[config.mk]
export PLATFORM = sky130hd
export DESIGN_NAME = rp_err_collector
export DESIGN_NICKNAME = d
export VERILOG_FILES = /design/src/rtl/rp_err_pkg.sv /design/src/rtl/rp_err_status.sv /design/src/rtl/rp_err_irq.sv /design/src/rtl/rp_err_collector.sv
export SDC_FILE = /design/constraint.sdc
export NUM_CORES = 1
export LEC_CHECK = 0
export ABC_AREA = 1
export BUFFER_PORTS_ARGS = -buffer_cell sky130_fd_sc_hd__clkbuf_2
export CORE_UTILIZATION = 30
export CTS_BUF_LIST = sky130_fd_sc_hd__clkbuf_16
export DETAILED_ROUTE_END_ITERATION = 12
export PLACE_DENSITY_LB_ADDON = 0.08
export SLEW_MARGIN = 20
export SYNTH_ARGS = -nofsm -noshare
export SYNTH_HDL_FRONTEND = slang
export SYNTH_SLANG_ARGS = --single-unit
[constraint.sdc]
create_clock -name clk -period 2.85 [get_ports clk]
set_input_delay 0.285 -clock clk [delete_from_list [all_inputs] [get_ports clk]]
set_output_delay 0.285 -clock clk [all_outputs]
set_load 0.05 [all_outputs]
[src/rtl/rp_err_pkg.sv]
package rp_err_pkg;

    localparam int STS_W = 7;
    localparam int CAT_W = 3;

    typedef enum logic [1:0] {
        SEV_COR      = 2'd0,
        SEV_NONFATAL = 2'd1,
        SEV_FATAL    = 2'd2,
        SEV_RSVD     = 2'd3
    } sev_e;

    // Last member is bit 0.
    typedef struct packed {
        logic fatal_rcv;     // 6
        logic nonfatal_rcv;  // 5
        logic first_fatal;   // 4
        logic multi_unc;     // 3
        logic unc_rcv;       // 2
        logic multi_cor;     // 1
        logic cor_rcv;       // 0
    } root_sts_t;

    // Received classes in enable-bit order {fatal, non-fatal, correctable}.
    function automatic logic [CAT_W-1:0] rcv_cats(input root_sts_t s);
        return {s.fatal_rcv, s.nonfatal_rcv, s.cor_rcv};
    endfunction

    function automatic logic [CAT_W-1:0] sev_cat(input sev_e sev);
        logic [CAT_W-1:0] c;
        case (sev)
            SEV_COR:      c = 3'b001;
            SEV_NONFATAL: c = 3'b010;
            SEV_FATAL:    c = 3'b100;
            default:      c = 3'b000;
        endcase
        return c;
    endfunction

endpackage

[src/rtl/rp_err_status.sv]
module rp_err_status
    import rp_err_pkg::*;
#(
    parameter int SRC_W = 16
) (
    input  logic                 clk,
    input  logic                 rst,
    input  logic                 msg_valid,
    input  sev_e                 msg_sev,
    input  logic [SRC_W-1:0]     msg_src,
    input  logic                 clr_we,
    input  logic [STS_W-1:0]     clr_mask,
    output root_sts_t            sts_q,
    output logic [SRC_W-1:0]     src_cor_q,
    output logic [SRC_W-1:0]     src_unc_q
);

    root_sts_t        sts_d;
    logic [SRC_W-1:0] src_cor_d;
    logic [SRC_W-1:0] src_unc_d;
    logic             is_unc;

    assign is_unc = msg_valid && (msg_sev == SEV_NONFATAL || msg_sev == SEV_FATAL);

    always_comb begin
        sts_d     = sts_q;
        src_cor_d = src_cor_q;
        src_unc_d = src_unc_q;
        if (clr_we) begin
            sts_d = root_sts_t'(sts_q & ~clr_mask);
        end
        // Message updates are applied after the clear, decisions use sts_q.
        if (msg_valid && msg_sev == SEV_COR) begin
            if (sts_q.cor_rcv) sts_d.multi_cor = 1'b1;
            else               src_cor_d       = msg_src;
            sts_d.cor_rcv = 1'b1;
        end
        if (msg_valid && msg_sev == SEV_FATAL) begin
            if (!sts_q.unc_rcv) sts_d.first_fatal = 1'b1;
            sts_d.fatal_rcv = 1'b1;
        end
        if (msg_valid && msg_sev == SEV_NONFATAL) begin
            sts_d.nonfatal_rcv = 1'b1;
        end
        if (is_unc) begin
            if (sts_q.unc_rcv) sts_d.multi_unc = 1'b1;
            else               src_unc_d       = msg_src;
            sts_d.unc_rcv = 1'b1;
        end
    end

    always_ff @(posedge clk) begin
        if (rst) begin
            sts_q     <= '0;
            src_cor_q <= '0;
            src_unc_q <= '0;
        end else begin
            sts_q     <= sts_d;
            src_cor_q <= src_cor_d;
            src_unc_q <= src_unc_d;
        end
    end

    // repeated correctable message marks the repeat flag
    a_r2_multi_cor: assert property (@(posedge clk) disable iff (rst)
        (msg_valid && msg_sev == SEV_COR && sts_q.cor_rcv) |=> (sts_q.multi_cor && sts_q.cor_rcv));

    // fatal with no prior uncorrectable marks first-fatal
    a_r3_first_fatal: assert property (@(posedge clk) disable iff (rst)
        (msg_valid && msg_sev == SEV_FATAL && !sts_q.unc_rcv) |=> sts_q.first_fatal);

    // later uncorrectable messages keep the first identity
    a_r5_unc_src_hold: assert property (@(posedge clk) disable iff (rst)
        (is_unc && sts_q.unc_rcv) |=> $stable(src_unc_q));

    // a clear with no message empties the written bits
    a_r10_clear: assert property (@(posedge clk) disable iff (rst)
        (clr_we && !msg_valid) |=> (({sts_q} & $past(clr_mask)) == '0));

endmodule

[src/rtl/rp_err_irq.sv]
module rp_err_irq
    import rp_err_pkg::*;
#(
    parameter int VEC_W = 5
) (
    input  logic             clk,
    input  logic             rst,
    input  logic             mode_msg,
    input  logic             msg_valid,
    input  sev_e             msg_sev,
    input  logic [CAT_W-1:0] cats,
    input  logic [CAT_W-1:0] cmd_q,
    input  logic             cmd_we,
    input  logic [CAT_W-1:0] cmd_wdata,
    input  logic [VEC_W-1:0] vec_in,
    output logic             irq_level,
    output logic             irq_pulse,
    output logic [VEC_W-1:0] irq_vector
);

    logic was_on;
    logic msg_fire;
    logic cmd_fire;
    logic fire;

    assign was_on    = |(cmd_q & cats);
    assign msg_fire  = msg_valid && |(sev_cat(msg_sev) & cmd_q) && !was_on;
    assign cmd_fire  = cmd_we && |(cmd_wdata & cats) && !was_on;
    assign fire      = mode_msg && (msg_fire || cmd_fire);
    assign irq_level = !mode_msg && was_on;

    always_ff @(posedge clk) begin
        if (rst) begin
            irq_pulse  <= 1'b0;
            irq_vector <= '0;
        end else begin
            irq_pulse <= fire;
            if (fire) irq_vector <= vec_in;
        end
    end

    // a pulse follows a message or enable write made in message mode
    a_r6_pulse_cause: assert property (@(posedge clk) disable iff (rst)
        irq_pulse |-> ($past(mode_msg) && $past(msg_valid || cmd_we)));

endmodule

[src/rtl/rp_err_collector.sv]
module rp_err_collector
    import rp_err_pkg::*;
#(
    parameter int SRC_W = 16,
    parameter int VEC_W = 5
) (
    input  logic                 clk,
    input  logic                 rst,
    input  logic                 msg_valid_i,
    input  logic [1:0]           msg_sev_i,
    input  logic [SRC_W-1:0]     msg_src_i,
    input  logic                 cmd_we_i,
    input  logic [2:0]           cmd_wdata_i,
    input  logic                 clr_we_i,
    input  logic [6:0]           clr_mask_i,
    input  logic [VEC_W-1:0]     vec_num_i,
    input  logic                 mode_msg_i,
    output logic [2:0]           cmd_o,
    output logic [2*SRC_W-1:0]   status_o,
    output logic [2*SRC_W-1:0]   src_id_o,
    output logic                 irq_level_o,
    output logic                 irq_pulse_o,
    output logic [VEC_W-1:0]     irq_vec_o
);

    localparam int REG_W = 2 * SRC_W;
    localparam int PAD_W = REG_W - VEC_W - STS_W;

    sev_e             sev_w;
    root_sts_t        sts_q;
    logic [SRC_W-1:0] src_cor_q;
    logic [SRC_W-1:0] src_unc_q;
    logic [CAT_W-1:0] cmd_q;

    assign sev_w = sev_e'(msg_sev_i);

    always_ff @(posedge clk) begin
        if (rst)           cmd_q <= '0;
        else if (cmd_we_i) cmd_q <= cmd_wdata_i;
    end

    rp_err_status #(.SRC_W(SRC_W)) u_status (
        .clk       (clk),
        .rst       (rst),
        .msg_valid (msg_valid_i),
        .msg_sev   (sev_w),
        .msg_src   (msg_src_i),
        .clr_we    (clr_we_i),
        .clr_mask  (clr_mask_i),
        .sts_q     (sts_q),
        .src_cor_q (src_cor_q),
        .src_unc_q (src_unc_q)
    );

    rp_err_irq #(.VEC_W(VEC_W)) u_irq (
        .clk        (clk),
        .rst        (rst),
        .mode_msg   (mode_msg_i),
        .msg_valid  (msg_valid_i),
        .msg_sev    (sev_w),
        .cats       (rcv_cats(sts_q)),
        .cmd_q      (cmd_q),
        .cmd_we     (cmd_we_i),
        .cmd_wdata  (cmd_wdata_i),
        .vec_in     (vec_num_i),
        .irq_level  (irq_level_o),
        .irq_pulse  (irq_pulse_o),
        .irq_vector (irq_vec_o)
    );

    assign cmd_o    = cmd_q;
    assign status_o = {vec_num_i, {PAD_W{1'b0}}, sts_q};
    assign src_id_o = {src_unc_q, src_cor_q};

endmodule

==> metrics.md <==
| Metric | Value |
|---|---|
| P_leak | 1.36 nW |
| Starting Density | 31.9% |
| Final worst-path cycle share | around 57% |
| Placed instance count | between 400 and 500 |
| Count leader, synth | nor2_1 |
| Post-route ant nets | 0 |
| Yosys warnings | 0 |
| # port buffers | 92 |
| Layout cells sized above 1 | 29.7% |
| Maximum vdd drop | 0.000350 V |
| Post-synth ARST share | 0% |
| RSZ-0062 raised after global routing | false |
| Placer Congestion | around 0.76 |
| Total GRT Usage | 14.3% |
| Pin count of the biggest net entering global routing | 33 |
| Final setup vio count | 0 |
| Final hold vios | 0 |
| Max-cap viol count | 0 |
| CTS root buffer | clkbuf_16 |
| Fillers | 713 |
| CTS tree | done |
| Distinct cell type count after synthesis | 18 |
| Drt pass-1 iters | 4 |
| CP max FO | 6 |
| CP Capture Type | output pin |
| Post_cts resized | 0 |
| Synth area leader | dfxtp_1 |
| Clock Skews | 0.00334 ns |
| Post-synth top flop | dfxtp_1 |
| Area Overhead vs Synth | 24.6% |
| Top post-synthesis cells by count | nor2_1 (77), dfxtp_1 (48), nand2_1 (35) |
| Post-CTS Hold Buffers | 0 |
| Normalized max-slew margin | 56.2% |
| Area of the die | between 0.007 and 0.008 mm^2 |
| Grt ovf | 0 |
| Final net count | 402 |
| Vias in the first global route | 1,739 |
| Arrival time at the worst endpoint | between 1 and 1.5 ns |
| Core footprint | approximately 0.0065 mm^2 |
| Synth area leaders | dfxtp_1 (46%), nor2_1 (14%), buf_4 (9.4%), nand2_1 (6.3%), o21ai_1 (4.8%) |
| Global-route wire length before repair | 8200 um |
| Minimum clock period | 1.61 ns |
| Synth Cell Area | 0.00208 mm^2 |
| Total CTS buffers | 5 |
| Num ports | ~110 |
| Syn_area_per_cell | around 7.5 um^2 |
| Synth Register Bits | 48 |
| Critical Path Source Type | flip-flop |
| DRC viols | 0 |
| DR iter-0 viols | 55 |
| Die W | 85.3 um |
| Synthesized instance count | between 200 and 300 |
| Clock latency on the worst-skew pair | 0.28 ns |
| Finished Layout Cells | 437 |
| Status | completed |
| Data required, critical path | 2.57 ns |
| Type of the tightest min-delay check | in -> reg |
| Power per Cell Area | 666 mW/mm^2 |
| DR vias/cell | approximately 4.3 |
| Setup bufs post-CTS | 0 |
| CTS sink cnt | 48 |
| Fin. max-slew vios | 0 |
| Post-synth EDFFs | 0 |
| Routed Wire Length | 5110 um |
| Maximum clock frequency | 0.620 GHz |
| DR vias | 1,889 |
| H-Tree Depth | 2 |
| Clock Pin Slew Worst Setup and Hold Paths | 0.07 ns |
| WL/cell | 11.7 um |
| Yosys top cell area share | 46.2% |
| Row cnt | 29 |
| Clk buf depth | 2 |
| Worst Max-Slew Pin Slew | 0.654 ns |
| Initial antenna violation count | 0 |
| Register area share after synthesis | 46.2% |
| Sum Neg Setup Slack | 0 ns |
| Critical path class | reg -> out |
| Die height | ~85 um |
| Final Util | 39.7% |
| Detail Placement HPWL | 3570 um |
| Diodes inserted | 0 |
-- sequential cells by signal, summed over array words and instances (netlist names) --
name                flops
u_status.src_cor_q     16
u_irq.irq_vector        5
u_status.src_unc_q     16
cmd_o                   3
u_status.sts_q          7
u_irq.irq_pulse         1
-- critical path, cell delays in order (launching register included) --
cell	delay, ns
dfxtp_1	0.49
nand2_1	0.09
nand3_1	0.10
nand2_1	0.05
inv_1	0.05
clkbuf_2	0.26
-- worst paths after layout --
kind	from	to	slack [ns]	depth (start not counted)
setup / recovery	u_status.sts_q[0]	irq_level_o	1.24	5
hold reg to reg	u_status.sts_q[1]	u_status.sts_q[1]	0.47	2
setup reg to reg	u_status.sts_q[0]	u_irq.irq_vector[3]	1.37	6
hold / removal	msg_src_i[4]	u_status.src_cor_q[4]	0.24	3
-- routing by layer --
layer,vias to the layer above,wire length (um),global-route usage [%]
met5,-,0,0
met4,0,42,3.64
met3,5,373,4.67
met2,78,2220,23.0
met1,818,2480,18.5
li1,988,-,-
-- through the flow --
step,worst slack [ns],total power [mW],cell area (um^2),hold slack [ns]
final,1.24,1.73,2590,0.239
after global routing,1.10,1.81,2590,0.241
after CTS,1.22,1.75,2590,0.236
after detailed placement,1.07,1.17,2450,0.462
after global placement,1.07,1.17,2450,0.457
after floorplan,1.30,1.10,2150,0.420
-- power by group --
| group | internal, mW | total, mW | leakage, nW | switching (mW) |
|---|---|---|---|---|
| Combinational | 0.0835 | 0.410 | 0.905 | 0.327 |
| Clock | 0.322 | 0.577 | 0.0635 | 0.254 |
| Sequential | 0.714 | 0.741 | 0.393 | 0.0272 |
| Total | 1.12 | 1.73 | 1.36 | 0.609 |
-- area by class of cell --
type	count	area [um^2]	share of cell area [%]
inverters	13	53.8	2.07
multi-input cells	198	872	33.6
clock buffers	5	125	4.82
well taps	77	96.3	3.71
repair buffers	93	468	18.0
flip-flops and latches	48	961	37.0
clock inverters	3	18.8	0.723
-- cells in the final DEF, fill, tap and decap left out --
cell type and instances:
clkbuf_2 92, nor2_1 77, dfxtp_1 48, nand2_1 35
o21ai_1 20, conb_1 20, o21ai_0 15, a21oi_1 12
inv_1 11, nand3_1 10, clkbuf_16 5, ha_1 4
nand2_2 2, nor2_4 2, inv_4 2, clkinvlp_4 2
or2_2 1, clkinv_1 1, buf_4 1
-- cell families after synthesis --
family	after synthesis	share of synthesized area (%)
AND/OR/NAND/NOR	127	24.6
buffers and inverters	49	15.4
flip-flops	48	46.2
AO/OA/AOI/OAI	47	11.3
adder cells (fa/ha/maj)	4	2.40
other	1	0.180
Note: power is estimated with default switching activity, not from simulation.
